### config.mk
export PLATFORM = sky130hd
export DESIGN_NAME = relbr_exec
export DESIGN_NICKNAME = d
export VERILOG_FILES = /design/src/rtl/relbr_pkg.sv /design/src/rtl/relbr_rstsync.sv /design/src/rtl/relbr_ctl.sv /design/src/rtl/relbr_dp.sv /design/src/rtl/relbr_strobe.sv /design/src/rtl/relbr_exec.sv
export SDC_FILE = /design/constraint.sdc
export NUM_CORES = 1
export LEC_CHECK = 0
export BUFFER_PORTS_ARGS = -buffer_cell sky130_fd_sc_hd__buf_2
export CAP_MARGIN = 20
export CORE_AREA = 5 5 86 88
export DETAILED_ROUTE_END_ITERATION = 7
export DIE_AREA = 0 0 91 93
export PLACE_DENSITY_LB_ADDON = 0.05
export SYNTH_ARGS = -nofsm -noshare
export SYNTH_HDL_FRONTEND = slang
export SYNTH_SLANG_ARGS = --single-unit
### constraint.sdc
create_clock -name clk -period 1.4 [get_ports clk]
set_input_delay 0.21 -clock clk [delete_from_list [all_inputs] [get_ports clk]]
set_output_delay 0.21 -clock clk [all_outputs]
set_load 0.01 [all_outputs]
### src/rtl/relbr_pkg.sv
package relbr_pkg;
  typedef enum logic [3:0] {
    ST_IDLE,
    ST_FETCH,
    ST_TEST,
    ST_RNI,
    ST_JMP,
    ST_SUSP,
    ST_CORR,
    ST_ADD,
    ST_WRPC,
    ST_DEAD
  } brst_t;
endpackage

### src/rtl/relbr_rstsync.sv
module relbr_rstsync #(
  parameter int STAGES = 2
) (
  input  logic clk,
  input  logic rst_n,
  output logic rst_sync_n
);
  logic [STAGES-1:0] chain_q;

  always_ff @(posedge clk or negedge rst_n) begin
    if (!rst_n) chain_q <= '0;
    else        chain_q <= {chain_q[STAGES-2:0], 1'b1};
  end

  assign rst_sync_n = chain_q[STAGES-1];
endmodule

### src/rtl/relbr_ctl.sv
module relbr_ctl
  import relbr_pkg::*;
(
  input  logic  clk,
  input  logic  rst_n,
  input  logic  start,
  input  logic  q_valid,
  input  logic  cond_met,
  output brst_t state,
  output logic  ld_disp,
  output logic  ld_corr,
  output logic  ld_sum
);
  brst_t state_q, state_d;

  // next-state process
  always_comb begin
    state_d = state_q;
    unique case (state_q)
      ST_IDLE:  if (start)   state_d = ST_FETCH;
      ST_FETCH: if (q_valid) state_d = ST_TEST;
      ST_TEST:  state_d = cond_met ? ST_JMP : ST_RNI;
      ST_RNI:   state_d = ST_DEAD;
      ST_JMP:   state_d = ST_SUSP;
      ST_SUSP:  state_d = ST_CORR;
      ST_CORR:  state_d = ST_ADD;
      ST_ADD:   state_d = ST_WRPC;
      ST_WRPC:  state_d = ST_DEAD;
      ST_DEAD:  state_d = ST_IDLE;
      default:  state_d = ST_IDLE;
    endcase
  end

  // state register
  always_ff @(posedge clk or negedge rst_n) begin
    if (!rst_n) state_q <= ST_IDLE;
    else        state_q <= state_d;
  end

  assign state   = state_q;
  assign ld_disp = (state_q == ST_FETCH) && q_valid;
  assign ld_corr = (state_q == ST_CORR);
  assign ld_sum  = (state_q == ST_ADD);
endmodule

### src/rtl/relbr_dp.sv
module relbr_dp #(
  parameter int PC_W   = 16,
  parameter int DISP_W = 8,
  parameter int QCNT_W = 3
) (
  input  logic              clk,
  input  logic              rst_n,
  input  logic              ld_disp,
  input  logic              ld_corr,
  input  logic              ld_sum,
  input  logic [DISP_W-1:0] q_byte,
  input  logic [PC_W-1:0]   fetch_pc,
  input  logic [QCNT_W-1:0] q_count,
  output logic [PC_W-1:0]   sum
);
  localparam int EXT_W = PC_W - DISP_W;

  logic [DISP_W-1:0] opb_q, opb_d;
  logic [PC_W-1:0]   opa_q, opa_d;
  logic [PC_W-1:0]   sum_q, sum_d;
  logic [PC_W-1:0]   disp_ext;

  assign disp_ext = {{EXT_W{opb_q[DISP_W-1]}}, opb_q};

  // next values with clock enables written out
  always_comb begin
    opb_d = opb_q;
    opa_d = opa_q;
    sum_d = sum_q;
    if (ld_disp) opb_d = q_byte;
    if (ld_corr) opa_d = fetch_pc - PC_W'(q_count);
    if (ld_sum)  sum_d = opa_q + disp_ext;
  end

  always_ff @(posedge clk or negedge rst_n) begin
    if (!rst_n) begin
      opb_q <= '0;
      opa_q <= '0;
      sum_q <= '0;
    end else begin
      opb_q <= opb_d;
      opa_q <= opa_d;
      sum_q <= sum_d;
    end
  end

  assign sum = sum_q;
endmodule

### src/rtl/relbr_strobe.sv
module relbr_strobe
  import relbr_pkg::*;
(
  input  brst_t state,
  input  logic  q_valid,
  output logic  q_pop,
  output logic  pf_suspend,
  output logic  q_flush,
  output logic  pc_load,
  output logic  br_done
);
  always_comb begin
    q_pop      = 1'b0;
    pf_suspend = 1'b0;
    q_flush    = 1'b0;
    pc_load    = 1'b0;
    br_done    = 1'b0;
    unique case (state)
      ST_FETCH: q_pop = q_valid;
      ST_SUSP, ST_CORR, ST_ADD: pf_suspend = 1'b1;
      ST_WRPC: begin
        pf_suspend = 1'b1;
        q_flush    = 1'b1;
        pc_load    = 1'b1;
      end
      ST_DEAD: br_done = 1'b1;
      default: ;
    endcase
  end
endmodule

### src/rtl/relbr_exec.sv
module relbr_exec
  import relbr_pkg::*;
#(
  parameter int PC_W   = 16,
  parameter int DISP_W = 8,
  parameter int QDEPTH = 6,
  parameter int QCNT_W = $clog2(QDEPTH + 1)
) (
  input  logic              clk,
  input  logic              rst_n,
  input  logic              br_start,
  input  logic [DISP_W-1:0] q_byte,
  input  logic              q_valid,
  input  logic [QCNT_W-1:0] q_count,
  input  logic              cond_met,
  input  logic [PC_W-1:0]   fetch_pc,
  output logic              q_pop,
  output logic              pf_suspend,
  output logic              q_flush,
  output logic              pc_load,
  output logic [PC_W-1:0]   pc_next,
  output logic              br_done
);
  logic  rst_i_n;
  brst_t state;
  logic  ld_disp, ld_corr, ld_sum;

  relbr_rstsync #(.STAGES(2)) u_rst (
    .clk(clk), .rst_n(rst_n), .rst_sync_n(rst_i_n)
  );

  relbr_ctl u_ctl (
    .clk(clk), .rst_n(rst_i_n), .start(br_start), .q_valid(q_valid),
    .cond_met(cond_met), .state(state), .ld_disp(ld_disp),
    .ld_corr(ld_corr), .ld_sum(ld_sum)
  );

  relbr_dp #(.PC_W(PC_W), .DISP_W(DISP_W), .QCNT_W(QCNT_W)) u_dp (
    .clk(clk), .rst_n(rst_i_n), .ld_disp(ld_disp), .ld_corr(ld_corr),
    .ld_sum(ld_sum), .q_byte(q_byte), .fetch_pc(fetch_pc),
    .q_count(q_count), .sum(pc_next)
  );

  relbr_strobe u_str (
    .state(state), .q_valid(q_valid), .q_pop(q_pop),
    .pf_suspend(pf_suspend), .q_flush(q_flush), .pc_load(pc_load),
    .br_done(br_done)
  );
endmodule

==> results_dict.tcl <==
set metrics [dict create \
    rows 30 \
    grt_max_degree 45 \
    hold_ws_ps 95.4 \
    synth_fp_nets 392 \
    start_util_pct 44.5 \
    async_flop_share_pct 100 \
    critical_path_class "flip-flop to flip-flop" \
    setup-tns-final_ps -8030 \
    routed_wl_mm 7.80 \
    layout-drive-gt1-share_pct 49.4 \
    drt-initial-drc-count 99 \
    final_cell_mix "buf_4, nand2_1, buf_2, dfrtp_1, o21ai_1" \
    fin_crit_ps 2180 \
    hold_path_class "primary input to flip-flop" \
    syn-cell-area_um2 2920 \
    ir_drop_uv 1280 \
    clock_tree.buffer_depth 2 \
    final_common_cell "buf_4" \
    drt_pass1_iterations 4 \
    route.detailed.drc 0 \
    die_area_um2 8460 \
    cp-start-kind "flip-flop" \
    setup_viol 25 \
    finalHoldViolCount 0 \
    synth_top_cell_by_area "dfrtp_1" \
    synth_edf_count 0 \
    syn_area_per_cell_um2 8.59 \
    finalClockSkew_ps 7.93 \
    nNetsFinal 549 \
    diodes 0 \
    min_to "u_dp.opb_q[2]$_DFFE_PN0P_" \
    endpoint_kind "flip-flop" \
    io_pins 53 \
    rsz0062_at_grt "true" \
    violations "negative setup slack" \
    cts-buffers-inserted 5 \
    num_vias 2967 \
    r2r-end "u_dp.sum[14]$_DFFE_PN0P_" \
    die_w_um 91 \
    place_congestion 0.872 \
    maxClockFrequency_ghz 0.459 \
    cts.clk_slew.worst_paths_ps 90 \
    required_ps 1610 \
    yosysTopAreaCellShare_pct 39.4 \
    slew_viol_final 0 \
    dieHeight_um 93 \
    track_usage_pct 18.7 \
    dp_hpwl_mm 5.82 \
    grt_antenna_before_repair 0 \
    core_um2 6570 \
    port_buffers 52 \
    setup_slack_ps -778 \
    grt_pass1_vias 2830 \
    hold_depth 3 \
    gr-total-overflow 0 \
    synth_seq_cells 46 \
    outcome "finished with violations" \
    power.leakage_nw 2.27 \
    cts_tree "yes" \
    synth_seq_area_share_pct 39.4 \
    ys.warnings.count 0 \
    grt_pass1_wl_mm 13.2 \
    htree_levels 2 \
    syn_to_final_growth_pct 63.9 \
    yosysUniqueCellTypes 52 \
    ys.flop_type "dfrtp_1" \
    viasPerCell 5.13 \
    r2r_cells 7 \
    synthCells 340 \
    cp.arrival_ps 2390 \
    maxCapViolations 0 \
    r2r-start "u_dp.opb_q[0]$_DFFE_PN0P_" \
    wire_per_inst_um 13.5 \
    worstPathMaxFanout 2 \
    power_mw 11.9 \
    clockRootBuffer "clkbuf_8" \
    clock_latency_ps 300 \
    holdCritStartpoint "q_byte[2]" \
    cts.sinks 46 \
    r2r_slack_ps -780 \
    post-route-period-util_pct 156 \
    powerDensity_nw_per_um2 2490 \
    ys_top_cells_by_area "dfrtp_1, nand2_1, ha_1" \
    ant_nets 0 \
]
## stage by stage
step	cells	instance area (um^2)	setup slack (ps)	utilization [%]
floorplan	340	3220	-707	-
global placement	539	4080	-707	62.1
detailed placement	539	4080	-750	62.1
CTS	570	4560	-767	69.4
global route	578	4790	-866	72.9
finish	578	4790	-778	72.9
## flip-flops by register name, indices dropped and copies added, names as in the netlist
signal	count
u_dp.opa_q	16
u_dp.sum	16
u_dp.opb_q	8
u_ctl.state	4
u_rst.chain_q	2
## worst max path at each step
stage / start / endpoint / slack, ps / cells past startpoint
2_1_floorplan: u_dp.opb_q[0]$_DFFE_PN0P_ / u_dp.sum[14]$_DFFE_PN0P_ / -710 / 7
3_3_place_gp: u_dp.opb_q[0]$_DFFE_PN0P_ / u_dp.sum[14]$_DFFE_PN0P_ / -710 / 7
3_5_place_dp: u_dp.opb_q[0]$_DFFE_PN0P_ / u_dp.sum[14]$_DFFE_PN0P_ / -750 / 7
4_1_cts: u_dp.opb_q[0]$_DFFE_PN0P_ / u_dp.sum[14]$_DFFE_PN0P_ / -770 / 7
5_1_grt: u_dp.opb_q[0]$_DFFE_PN0P_ / u_dp.sum[14]$_DFFE_PN0P_ / -870 / 7
6_report: u_dp.opb_q[0]$_DFFE_PN0P_ / u_dp.sum[14]$_DFFE_PN0P_ / -780 / 7
## worst max-delay path, cell delays in order, from the launching register on
cell and delay (ps):
dfrtp_1 400, ha_2 200, fa_2 340, a21o_1 230, a221oi_4 350, nor3b_2 100
o31a_1 300, o31ai_2 170
## Yosys cell counts, types with 3 or more instances
master and number:
xnor2_1 11, nand4_1 4, a21o_1 4, nand4b_1 5
and3_1 6, o211ai_1 5, o21ai_0 6, o21ai_1 28
inv_1 7, nor4_1 4, o31ai_1 3, nor3b_1 3
nor3_1 3, ha_1 18, xor2_1 11, mux2i_1 3
nand2_1 70, dfrtp_1 46, clkbuf_1 15, or3_1 3
nor2b_1 5, nand3_1 4, a21oi_1 20, nor2_1 23
## area by class of cell
class	count	area [um^2]
Sequential cell	46	1150
Fill cell	492	1780
Clock inverter	3	43.8
Clock buffer	5	68.8
Inverter	8	35.0
Tap cell	80	100
Timing Repair Buffer	167	1250
Multi-Input combinational cell	269	2130
## metal layers
layer  up-vias  track usage (%)  routed length, um
li1       1518                -                  -
met1      1373             25.6               3510
met2        67             30.9               3850
met3         9             3.06                330
met4         0             4.40                109
met5         -                0                  0
## repair_timing
action	CTS	global route
hold endpoints to repair	2	0
endpoints found under the setup margin	26	46
resized for setup	38	38
pin swaps	35	45
hold buffers	1	0
setup buffers	22	11
## logic make-up after synthesis
| kind of cell | Yosys count | synth area share [%] |
|---|---|---|
| simple gates | 140 | 23.1 |
| compound gates | 83 | 17.3 |
| flops | 46 | 39.4 |
| buf+inv | 25 | 3.38 |
| xor+xnor | 22 | 6.60 |
| fa+ha+maj | 20 | 9.08 |
| mux | 3 | 1.03 |
| other cells | 1 | 0.128 |
## report_power, final
group          internal (mW)  switching [mW]  leakage, nW
Clock                  0.535           0.449       0.0585
Combinational           4.54            4.00         1.65
Sequential              1.93           0.479        0.564
Total                   7.01            4.92         2.27
No activity file was read; power rests on OpenSTA's default activity.
